==> src/rtl/irqc_pkg.sv <==
package irqc_pkg;
  localparam int LINES = 8;
  localparam int LW    = $clog2(LINES);
  localparam int RW    = LW + 1;
  localparam int VW    = 8;
  localparam int AW    = 3;

  typedef logic [LW-1:0]    line_t;
  typedef logic [VW-1:0]    vec_t;
  typedef logic [LINES-1:0] lines_t;

  typedef struct packed {
    logic rotate;
    logic auto_eoi;
  } mode_t;

  // line holding rank r when 'low' is the lowest-ranked line
  function automatic line_t line_at(line_t low, line_t r);
    return line_t'(low + r + line_t'(1));
  endfunction

  function automatic vec_t vec_of(vec_t base, line_t ln);
    return vec_t'(base + vec_t'(ln));
  endfunction

  function automatic lines_t onehot(line_t ln);
    lines_t v;
    v = '0;
    v[ln] = 1'b1;
    return v;
  endfunction
endpackage

==> src/rtl/irqc_capture.sv <==
module irqc_capture
  import irqc_pkg::*;
(
  input  logic   clk,
  input  logic   rst_n,
  input  lines_t irq_in,
  input  lines_t lvl_mode,
  input  lines_t ack_clr,
  output lines_t req
);
  lines_t irq_prev;

  always_ff @(posedge clk) begin
    if (!rst_n) irq_prev <= '0;
    else        irq_prev <= irq_in;
  end

  for (genvar i = 0; i < LINES; i++) begin : g_line
    always_ff @(posedge clk) begin
      if (!rst_n)                         req[i] <= 1'b0;
      else if (lvl_mode[i])               req[i] <= irq_in[i];
      else if (!irq_in[i])                req[i] <= 1'b0;
      else if (!irq_prev[i])              req[i] <= 1'b1;
      else if (ack_clr[i])                req[i] <= 1'b0;
    end

    // a latched edge request stays while the line is high and not acknowledged
    p_edge_hold_r3: assert property (@(posedge clk) disable iff (!rst_n)
      (!lvl_mode[i] && req[i] && irq_in[i] && !ack_clr[i]) |=> req[i]);
  end
endmodule

==> src/rtl/irqc_resolve.sv <==
module irqc_resolve
  import irqc_pkg::*;
(
  input  lines_t pend,
  input  lines_t isr,
  input  line_t  low,
  output logic   fire,
  output line_t  win,
  output logic   isr_any,
  output line_t  isr_top
);
  logic [RW-1:0] wrank, irank;
  logic          pend_any;

  always_comb begin
    win      = '0;
    isr_top  = '0;
    wrank    = RW'(LINES);
    irank    = RW'(LINES);
    pend_any = 1'b0;
    isr_any  = 1'b0;
    // scan from lowest rank to highest so the highest rank is kept last
    for (int r = LINES - 1; r >= 0; r--) begin
      if (pend[line_at(low, line_t'(r))]) begin
        win      = line_at(low, line_t'(r));
        wrank    = RW'(r);
        pend_any = 1'b1;
      end
      if (isr[line_at(low, line_t'(r))]) begin
        isr_top = line_at(low, line_t'(r));
        irank   = RW'(r);
        isr_any = 1'b1;
      end
    end
    fire = pend_any && (wrank < irank);
  end
endmodule

==> src/rtl/irqc_service.sv <==
module irqc_service
  import irqc_pkg::*;
(
  input  logic   clk,
  input  logic   rst_n,
  input  logic   ack,
  input  logic   fire,
  input  line_t  win,
  input  logic   isr_any,
  input  line_t  isr_top,
  input  mode_t  mode,
  input  vec_t   base,
  input  logic   eoi_we,
  input  logic   eoi_spec,
  input  line_t  eoi_lvl,
  output lines_t isr,
  output line_t  low_ptr,
  output vec_t   vec_out,
  output logic   vec_valid
);
  lines_t eoi_clr, ack_set;
  logic   eoi_done;
  line_t  eoi_line;
  line_t  low_nxt;

  always_comb begin
    eoi_clr  = '0;
    eoi_done = 1'b0;
    eoi_line = eoi_lvl;
    if (eoi_we) begin
      if (eoi_spec) begin
        eoi_done = isr[eoi_lvl];
      end else begin
        eoi_done = isr_any;
        eoi_line = isr_top;
      end
      if (eoi_done) eoi_clr = onehot(eoi_line);
    end
    ack_set = (ack && fire && !mode.auto_eoi) ? onehot(win) : '0;
    low_nxt = low_ptr;
    if (mode.rotate && eoi_done) low_nxt = eoi_line;
    if (mode.rotate && ack && fire && mode.auto_eoi) low_nxt = win;
  end

  always_ff @(posedge clk) begin
    if (!rst_n) begin
      isr       <= '0;
      low_ptr   <= line_t'(LINES - 1);
      vec_out   <= '0;
      vec_valid <= 1'b0;
    end else begin
      isr       <= (isr & ~eoi_clr) | ack_set;
      low_ptr   <= low_nxt;
      vec_valid <= ack;
      if (ack) vec_out <= fire ? vec_of(base, win) : vec_of(base, line_t'(LINES - 1));
    end
  end

  // a spurious acknowledge leaves the in-service state alone
  p_spur_keep_r7: assert property (@(posedge clk) disable iff (!rst_n)
    (ack && !fire && !eoi_we) |=> (isr == $past(isr)));
  // an acknowledged winner is in service afterwards
  p_isr_set_r6: assert property (@(posedge clk) disable iff (!rst_n)
    (ack && fire && !mode.auto_eoi) |=> isr[$past(win)]);
  // automatic end-of-interrupt never sets an in-service level
  p_auto_keep_r10: assert property (@(posedge clk) disable iff (!rst_n)
    (ack && mode.auto_eoi && !eoi_we) |=> (isr == $past(isr)));
  // a specific command leaves every other level as it was
  p_spec_only_r8: assert property (@(posedge clk) disable iff (!rst_n)
    (eoi_we && eoi_spec && !ack) |=> ((isr | onehot($past(eoi_lvl))) == ($past(isr) | onehot($past(eoi_lvl)))));
endmodule

==> src/rtl/irq_prio_ctrl.sv <==
module irq_prio_ctrl
  import irqc_pkg::*;
(
  input  logic          clk,
  input  logic          rst_n,
  input  logic [7:0]    irq_in,
  input  logic          cfg_we,
  input  logic [2:0]    cfg_addr,
  input  logic [7:0]    cfg_wdata,
  input  logic          ack,
  output logic          int_req,
  output logic [7:0]    vec_out,
  output logic          vec_valid
);
  localparam logic [AW-1:0] A_MASK = AW'(0);
  localparam logic [AW-1:0] A_TRIG = AW'(1);
  localparam logic [AW-1:0] A_BASE = AW'(2);
  localparam logic [AW-1:0] A_MODE = AW'(3);
  localparam logic [AW-1:0] A_EOI  = AW'(4);

  lines_t mask_r, lvl_r, req, pend, isr, ack_clr;
  vec_t   base_r;
  mode_t  mode_r;
  line_t  low_ptr, eff_low, win, isr_top;
  logic   fire, isr_any, eoi_we;

  always_ff @(posedge clk) begin
    if (!rst_n) begin
      mask_r <= '1;
      lvl_r  <= '0;
      base_r <= '0;
      mode_r <= '0;
    end else if (cfg_we) begin
      case (cfg_addr)
        A_MASK:  mask_r <= cfg_wdata;
        A_TRIG:  lvl_r  <= cfg_wdata;
        A_BASE:  base_r <= cfg_wdata;
        A_MODE:  mode_r <= mode_t'(cfg_wdata[1:0]);
        default: ;
      endcase
    end
  end

  assign eoi_we  = cfg_we && (cfg_addr == A_EOI);
  assign pend    = req & ~mask_r;
  assign eff_low = mode_r.rotate ? low_ptr : line_t'(LINES - 1);
  assign ack_clr = (ack && fire) ? (onehot(win) & ~lvl_r) : '0;
  assign int_req = fire;

  irqc_capture u_cap (
    .clk(clk), .rst_n(rst_n), .irq_in(irq_in), .lvl_mode(lvl_r),
    .ack_clr(ack_clr), .req(req)
  );

  irqc_resolve u_res (
    .pend(pend), .isr(isr), .low(eff_low),
    .fire(fire), .win(win), .isr_any(isr_any), .isr_top(isr_top)
  );

  irqc_service u_svc (
    .clk(clk), .rst_n(rst_n), .ack(ack), .fire(fire), .win(win),
    .isr_any(isr_any), .isr_top(isr_top), .mode(mode_r), .base(base_r),
    .eoi_we(eoi_we), .eoi_spec(cfg_wdata[3]), .eoi_lvl(cfg_wdata[LW-1:0]),
    .isr(isr), .low_ptr(low_ptr), .vec_out(vec_out), .vec_valid(vec_valid)
  );

  // one valid vector cycle per acknowledge
  p_ack_vec_r6: assert property (@(posedge clk) disable iff (!rst_n)
    ack |=> vec_valid);
  p_no_vec_r6: assert property (@(posedge clk) disable iff (!rst_n)
    !ack |=> !vec_valid);
  // the interrupt output needs an unmasked pending line
  p_int_pend_r5: assert property (@(posedge clk) disable iff (!rst_n)
    int_req |-> (pend != '0));
  // a masked line alone never raises the interrupt output
  p_mask_r2: assert property (@(posedge clk) disable iff (!rst_n)
    (mask_r == '1) |-> !int_req);
endmodule

==> config.mk <==
export PLATFORM = sky130hd
export DESIGN_NAME = irq_prio_ctrl
export DESIGN_NICKNAME = d
export VERILOG_FILES = /design/src/rtl/irqc_pkg.sv /design/src/rtl/irqc_capture.sv /design/src/rtl/irqc_resolve.sv /design/src/rtl/irqc_service.sv /design/src/rtl/irq_prio_ctrl.sv
export SDC_FILE = /design/constraint.sdc
export NUM_CORES = 1
export LEC_CHECK = 0
export BUFFER_PORTS_ARGS = -buffer_cell sky130_fd_sc_hd__buf_4
export CELL_PAD_IN_SITES_DETAIL_PLACEMENT = 2
export CELL_PAD_IN_SITES_GLOBAL_PLACEMENT = 2
export CORE_MARGIN = 2
export CORE_UTILIZATION = 38
export DETAILED_ROUTE_END_ITERATION = 7
export GPL_ROUTABILITY_DRIVEN = 0
export PLACE_DENSITY_LB_ADDON = 0.1
export SKIP_LAST_GASP = 1
export SLEW_MARGIN = 25
export SYNTH_ARGS = -nofsm -noshare
export SYNTH_HDL_FRONTEND = slang
export SYNTH_HIERARCHICAL = 1
export SYNTH_SLANG_ARGS = --single-unit
==> constraint.sdc <==
create_clock -name clk -period 6.8 [get_ports clk]
set_input_delay 1.36 -clock clk [delete_from_list [all_inputs] [get_ports clk]]
set_output_delay 1.36 -clock clk [all_outputs]
set_load 0.1 [all_outputs]
### Yosys cells after proc, flatten, opt, wreduce, memory -nomap -nowiden

Index checks and enable logic that the tools add are counted.

* $add $sub $neg: 16
* order comparisons: 14
* equal/unequal tests: 12
* muxes and demuxes: 132
* bitwise logic cells: 7
* reductions and logical operators: 17

Operators with widths (number)
* 1-bit two-way mux: 70
* 3-bit two-way mux: 22
* 4-bit two-way mux: 16
* 1-bit binary-select mux with 3-bit select: 17
* 3-bit by 4-bit < comparator with 1-bit output (second input constant): 11
* 8-bit two-way mux: 5
* 4-bit inequality test (second input constant): 8
* 3-bit by 1-bit adder with 3-bit output (second input constant): 8
* 8-bit bitwise AND: 3
* 8-bit NOT: 3
* 3-bit adder (second input constant): 4
* 1-bit logical AND: 10
* 8-bit by 3-bit adder with 8-bit output: 1
* 8-bit by 3-bit adder with 8-bit output (second input constant): 1
* 8-bit OR: 1
* 2-bit AND reduction: 4
* 3-bit by 2-bit adder with 3-bit output (second input constant): 2
* 1-bit demux with 3-bit select: 2
* 3-bit by 2-bit == test with 1-bit output (second input constant): 2
* 3-bit by 1-bit greater-or-equal comparator with 1-bit output (second input constant): 2
* 4-bit < comparator: 1
* 3-bit by 1-bit == test with 1-bit output (second input constant): 1
* 3-bit == test (second input constant): 1
* 3-bit logical NOT: 1
* 2 further kinds: 2

* register bits after elaboration: 62
* input bits: 23
* output and inout bits: 10
* logic and storage cells: 216

### Longest topological paths before layout

* depth in word-level cells: 24
* mapped depth: 28
* gate-level depth less buffers: 22

### Cells and area by module

The synthesis kept the hierarchy.

Modules (own cells, without submodules)
* irqc_resolve: instances 1, cells each 241, area each 1916.8 sq um, sequential area each 0.0 sq um
* irq_prio_ctrl: instances 1, cells each 130, area each 1233.7 sq um, sequential area each 520.5 sq um
* irqc_service: instances 1, cells each 127, area each 1128.6 sq um, sequential area each 400.4 sq um
* irqc_capture: instances 1, cells each 48, area each 540.5 sq um, sequential area each 320.3 sq um

### Least setup slack after synthesis

No wires, ideal clock.

* kind: reg-to-reg
* start point: register mode_r[1] (netlist name)
* end point: register u_svc.vec_out[7]
* library setup time: 0.086 ns
* arrival time: 7.562 ns
* required time: 6.714 ns
* path slack: -0.848 ns
* stages on the path, launching flop included: 24
* path buffers: 5
* period minus slack after synthesis: 7.648 ns
* cell sequence: dfxtp_1 > nand2b_1 > buf_6 > buf_12 > buf_6 > inv_1 > ha_1 > buf_6 > buf_6 > mux2_2 > mux2i_1 > a221oi_1 > a21oi_1 > and3_1 > nand3b_1 > ha_1 > o32ai_1 > nand2b_1 > ha_1 > a21o_1 > a21oi_1 > nor3_1 > xnor2_1 > a211oi_1

* longest elaborated chain between the ends: 16
* elaborated cells between the ends (all ways): 83
* classes of those cells: add/sub (15); order compare (1); mux (66); reduce/logical (1)

Ends and longest elaborated chain
* from (decl): line irq_prio_ctrl.sv:23 `mode_t mode_r;`
* from (signal assigned): line irq_prio_ctrl.sv:38 `A_MODE: mode_r <= mode_t'(cfg_wdata[1:0]);`
* 3-bit two-way mux (*): line irq_prio_ctrl.sv:46 `assign eff_low = mode_r.rotate ? low_ptr : line_t'(LINES - 1);`
* via eff_low[0]: line irq_prio_ctrl.sv:24 `line_t low_ptr, eff_low, win, isr_top;`
* 3-bit adder: line irqc_pkg.sv:19 `return line_t'(low + r + line_t'(1));`
* 3-bit by 1-bit adder with 3-bit output: line irqc_pkg.sv:19
* 1-bit binary-select mux with 3-bit select, on equally long branches: line irqc_resolve.sv:24, irqc_resolve.sv:29
* 1-bit two-way mux, on equally long branches: line irqc_resolve.sv:24, irqc_resolve.sv:29
* 4-bit two-way mux, on equally long branches (8 in a row): line irqc_resolve.sv:24, irqc_resolve.sv:29
* 4-bit < comparator: line irqc_resolve.sv:35 `fire = pend_any && (wrank < irank);`
* 1-bit logical AND (*): line irqc_resolve.sv:35
* via int_req: line irq_prio_ctrl.sv:11 `output logic int_req,`
* 8-bit two-way mux (*): line irqc_service.sv:55 `if (ack) vec_out <= fire ? vec_of(base, win) : vec_of(base, line_t'(LINES - 1));`
* to (signal assigned): line irqc_service.sv:55
* to (decl): line irqc_service.sv:18 `output vec_t vec_out,`

Mark *: on every way through the listed nets, which the timed path passes. The rest lies on a longest branch. The select of a mux whose other input is x is not followed.
A chain may end at the register's enable or synchronous reset.

### Final worst setup path

* start point: register mode_r[1] (netlist name)
* end point: output port int_req

* longest elaborated chain between the ends: 15
* elaborated cells between the ends (all ways): 73
* classes of those cells: add/sub (14); order compare (1); mux (57); reduce/logical (1)

Ends and longest elaborated chain (line)
* 3-bit two-way mux (*): irq_prio_ctrl.sv:46
* via eff_low[1]: irq_prio_ctrl.sv:24
* 3-bit adder: irqc_pkg.sv:19
* 3-bit by 1-bit adder with 3-bit output: irqc_pkg.sv:19
* 1-bit binary-select mux with 3-bit select, on equally long branches: irqc_resolve.sv:24, irqc_resolve.sv:29
* 1-bit two-way mux, on equally long branches: irqc_resolve.sv:24, irqc_resolve.sv:29
* 4-bit two-way mux, on equally long branches (8 in a row): irqc_resolve.sv:24, irqc_resolve.sv:29
* 4-bit < comparator: irqc_resolve.sv:35
* 1-bit logical AND (*): irqc_resolve.sv:35
* to (decl): irq_prio_ctrl.sv:11

Marks and branches as above.

==> impl_metrics.ini <==
[global_routing]
grt_overflow_total = 0
grt_max_degree = 67
antenna_found_initial = 0
grt_usage_pct = 24.0
grt_pass1_wl_um = 25100
grt_pass1_vias = 4738

[clocking]
htree_levels = 3
cts_resized = 0
cts.sinks = 62
cts_root_buffer = clkbuf_16
cts_tree = done
cts_setup_buffers = 0
cts_hold_buf = 0
cts_made_buffers = 9
clockBufferDepth = 2
clock_latency_ns = 0.33
clk_pin_slew_ns = 0.05

[sta]
worst_slack_ns = 0.922
fmax_mhz = 170
setup_tns_ns = 0
rsz0062_at_grt = no
slew_viol_final = 0
relSlewSlack_pct = 36.5
fin_crit_sh_pct = 86.4
tightestPinTransition_ns = 0.953
min_period_ns = 5.88
hold_viol = 0
finClkSkew_ns = 0.00589
setup_viol = 0

[pwr]
ir_drop_uv = 149
swShare_pct = 24.6
leakage_nw = 2.09
p_switching_mw = 0.223
p_int_mw = 0.684
seqPwrFrac_pct = 42.2
p_clk_share_pct = 46.7
comb_power_share_pct = 11.1
p_per_area_nw_per_um2 = 166

[logic_synthesis]
synth_edf_count = 0
synth_largest_area_cell = dfxtp_1
synth_cell_types = 70
synth_commonest_cells = nand2_1 (67), dfxtp_1 (62), mux2i_1 (44)
yosys_most_used_dff = dfxtp_1
synth_nets = 579
yosys_warnings = 6
postSynthAreaPerCell_um2 = 8.83
ys_ff_latch = 62
synthMostInstantiatedCell = nand2_1
ys_seq_area_share_pct = 25.8
synthCells = 546
synth_top_area_share_pct = 25.8
syn-cell-area_um2 = 4820
async_reset_ff_share_pct = 0
synth.area.top_cells = dfxtp_1 (26%), mux4_2 (9.8%), mux2i_1 (9.1%), nand2_1 (5.2%), nor2b_1 (4.7%)

[critical_path]
cp.arrival_ns = 4.52
crit_buf_inv = 4
path_common_cell = buf_4
crit_family = buffers and inverters
slowest_stage = mux2i_1
slowest_delay_ns = 0.46
critPathCaptureType = output port
crit_chain = nand2b_1, inv_1, ha_1, buf_4, mux2_2, mux2i_1, a221oi_1, a21oi_1, and3_1, nand3b_1, ha_1, or3_1, o32ai_2, buf_4, buf_4
start_kind = flip-flop
cp_data_required_time_ns = 5.44
critical_path_class = flip-flop to output port
path_max_fanout = 14

[detailed_routing]
vias_per_cell = 5.86
routed_wl_um = 15700
drt_iter0_markers = 166
antenna_left = 0
drc = 0
drt_first_pass_iters = 4
wire_per_inst_um = 20.9
via_count = 4391

[final_layout]
fin_nets = 607
syn_to_final_growth_pct = 13.3
drive_above_1_share_pct = 20.1
diodes = 0
fin_util_pct = 43.6

[die]
num_io_pins = 33
die_area_um2 = 13600
fp.dieW_um = 117
die_h_um = 117
rows = 41
core_area_um2 = 12500
start_util_pct = 38.5

[placed_design]
port_buffers = 32
post-place-ws_ns = 1.29
place_hpwl_um = 11600

[run]
cap_violations = 0

[run_status]
status = completed

[min_path]
min_path_type = flip-flop to flip-flop
-- through the flow --
step                total power [mW]  cells  hold slack, ns  area (µm²)
global route                   0.943    749           0.502        5460
finish                         0.907    749           0.473        5460
floorplan                      0.456    546           0.443        4830
global placement               0.487    735           0.464        5180
detailed placement             0.491    735           0.473        5180
CTS                            0.916    749           0.480        5460
-- worst register-to-register path: stages (launching register included) --
cell and delay (ns):
dfxtp_1 0.45, nand2b_1 0.11, inv_1 0.21, ha_1 0.20, buf_4 0.25, mux2_2 0.40
mux2i_1 0.46, a221oi_1 0.19, a21oi_1 0.29, and3_1 0.26, nand3b_1 0.13, ha_1 0.23
or3_1 0.37, o32ai_2 0.11, buf_4 0.23, nand2b_1 0.09, ha_1 0.21, fa_1 0.42
a21oi_1 0.14, nor2b_1 0.08, nand3_1 0.10, xor2_1 0.17, a211oi_1 0.09
-- cell type report --
cell class	count	area (µm²)
fillers	1426	7060
multi-input cells	431	3300
flip-flops and latches	62	1240
repair buffers	44	330
clock buffers	13	270
well taps	172	215
inverters	26	97.6
clock inverters	1	5.00
-- state kept, by name, summed over array words and instances, names as in the netlist --
name,flops
mask_r,8
u_svc/isr,8
base_r,8
u_svc/vec_out,8
mode_r,2
u_cap/req,8
u_svc/low_ptr,3
lvl_r,8
u_svc/vec_valid,1
u_cap/irq_prev,8
-- routing by layer --
metal / vias up / global-route usage [%] / part of all wire, %
met2: 77 / 42.8 / 51
met4: 0 / 8.24 / 2.2
met5: - / 0 / 0
met3: 27 / 2.65 / 2.4
li1: 2080 / - / -
met1: 2207 / 30.1 / 45
-- kinds of logic (layout without fill, tap and decap cells) --
group | count (synthesis) | count (layout) | share of synthesized area [%]
DFF | 62 | 62 | 25.8
AOI/OAI and AO/OA | 122 | 122 | 17.9
adders and majority gates | 10 | 10 | 2.75
muxes | 76 | 76 | 21.6
buffers and inverters | 53 | 84 | 5.97
and+or+nand+nor | 212 | 212 | 24.0
xor gates and xnor gates | 11 | 11 | 2.00
-- path summary, 6_finish.rpt --
check                                        end      start  slack [ns]  cells after the start
worst min register to register         base_r[7]  base_r[7]        0.47                      2
worst min-delay path                   base_r[7]  base_r[7]        0.47                      2
worst max-delay path                     int_req  mode_r[1]        0.92                     15
worst max register to register  u_svc/vec_out[6]  mode_r[1]        1.50                     22
-- power by group through the flow --
stage          clock [mW]  combinational (mW)  sequential [mW]
2_1_floorplan           0              0.0450            0.411
3_3_place_gp            0              0.0980            0.389
3_5_place_dp            0               0.101            0.390
4_1_cts             0.431               0.102            0.383
5_1_grt             0.450               0.109            0.384
6_report            0.423               0.101            0.383
-- cell usage in the layout, fill, tap and decap left out, drive strengths merged, types with 6 or more instances in the layout --
cell    synthesis  final
nor2           21     21
nand3          12     12
a31oi           6      6
mux2           11     11
xnor2           8      8
nor3            9      9
a21oi          20     20
and3            6      6
buf            20     44
dfxtp          62     62
clkbuf          7     13
o311ai         10     10
o31ai           7      7
nand2          67     67
o21ai          30     30
inv            24     24
a211oi          9      9
nor2b          36     36
and2           13     13
mux4           21     21
o31a            9      9
ha              9      9
nand2b         15     15
mux2i          44     44
Note: power is estimated with default switching activity, not from simulation.
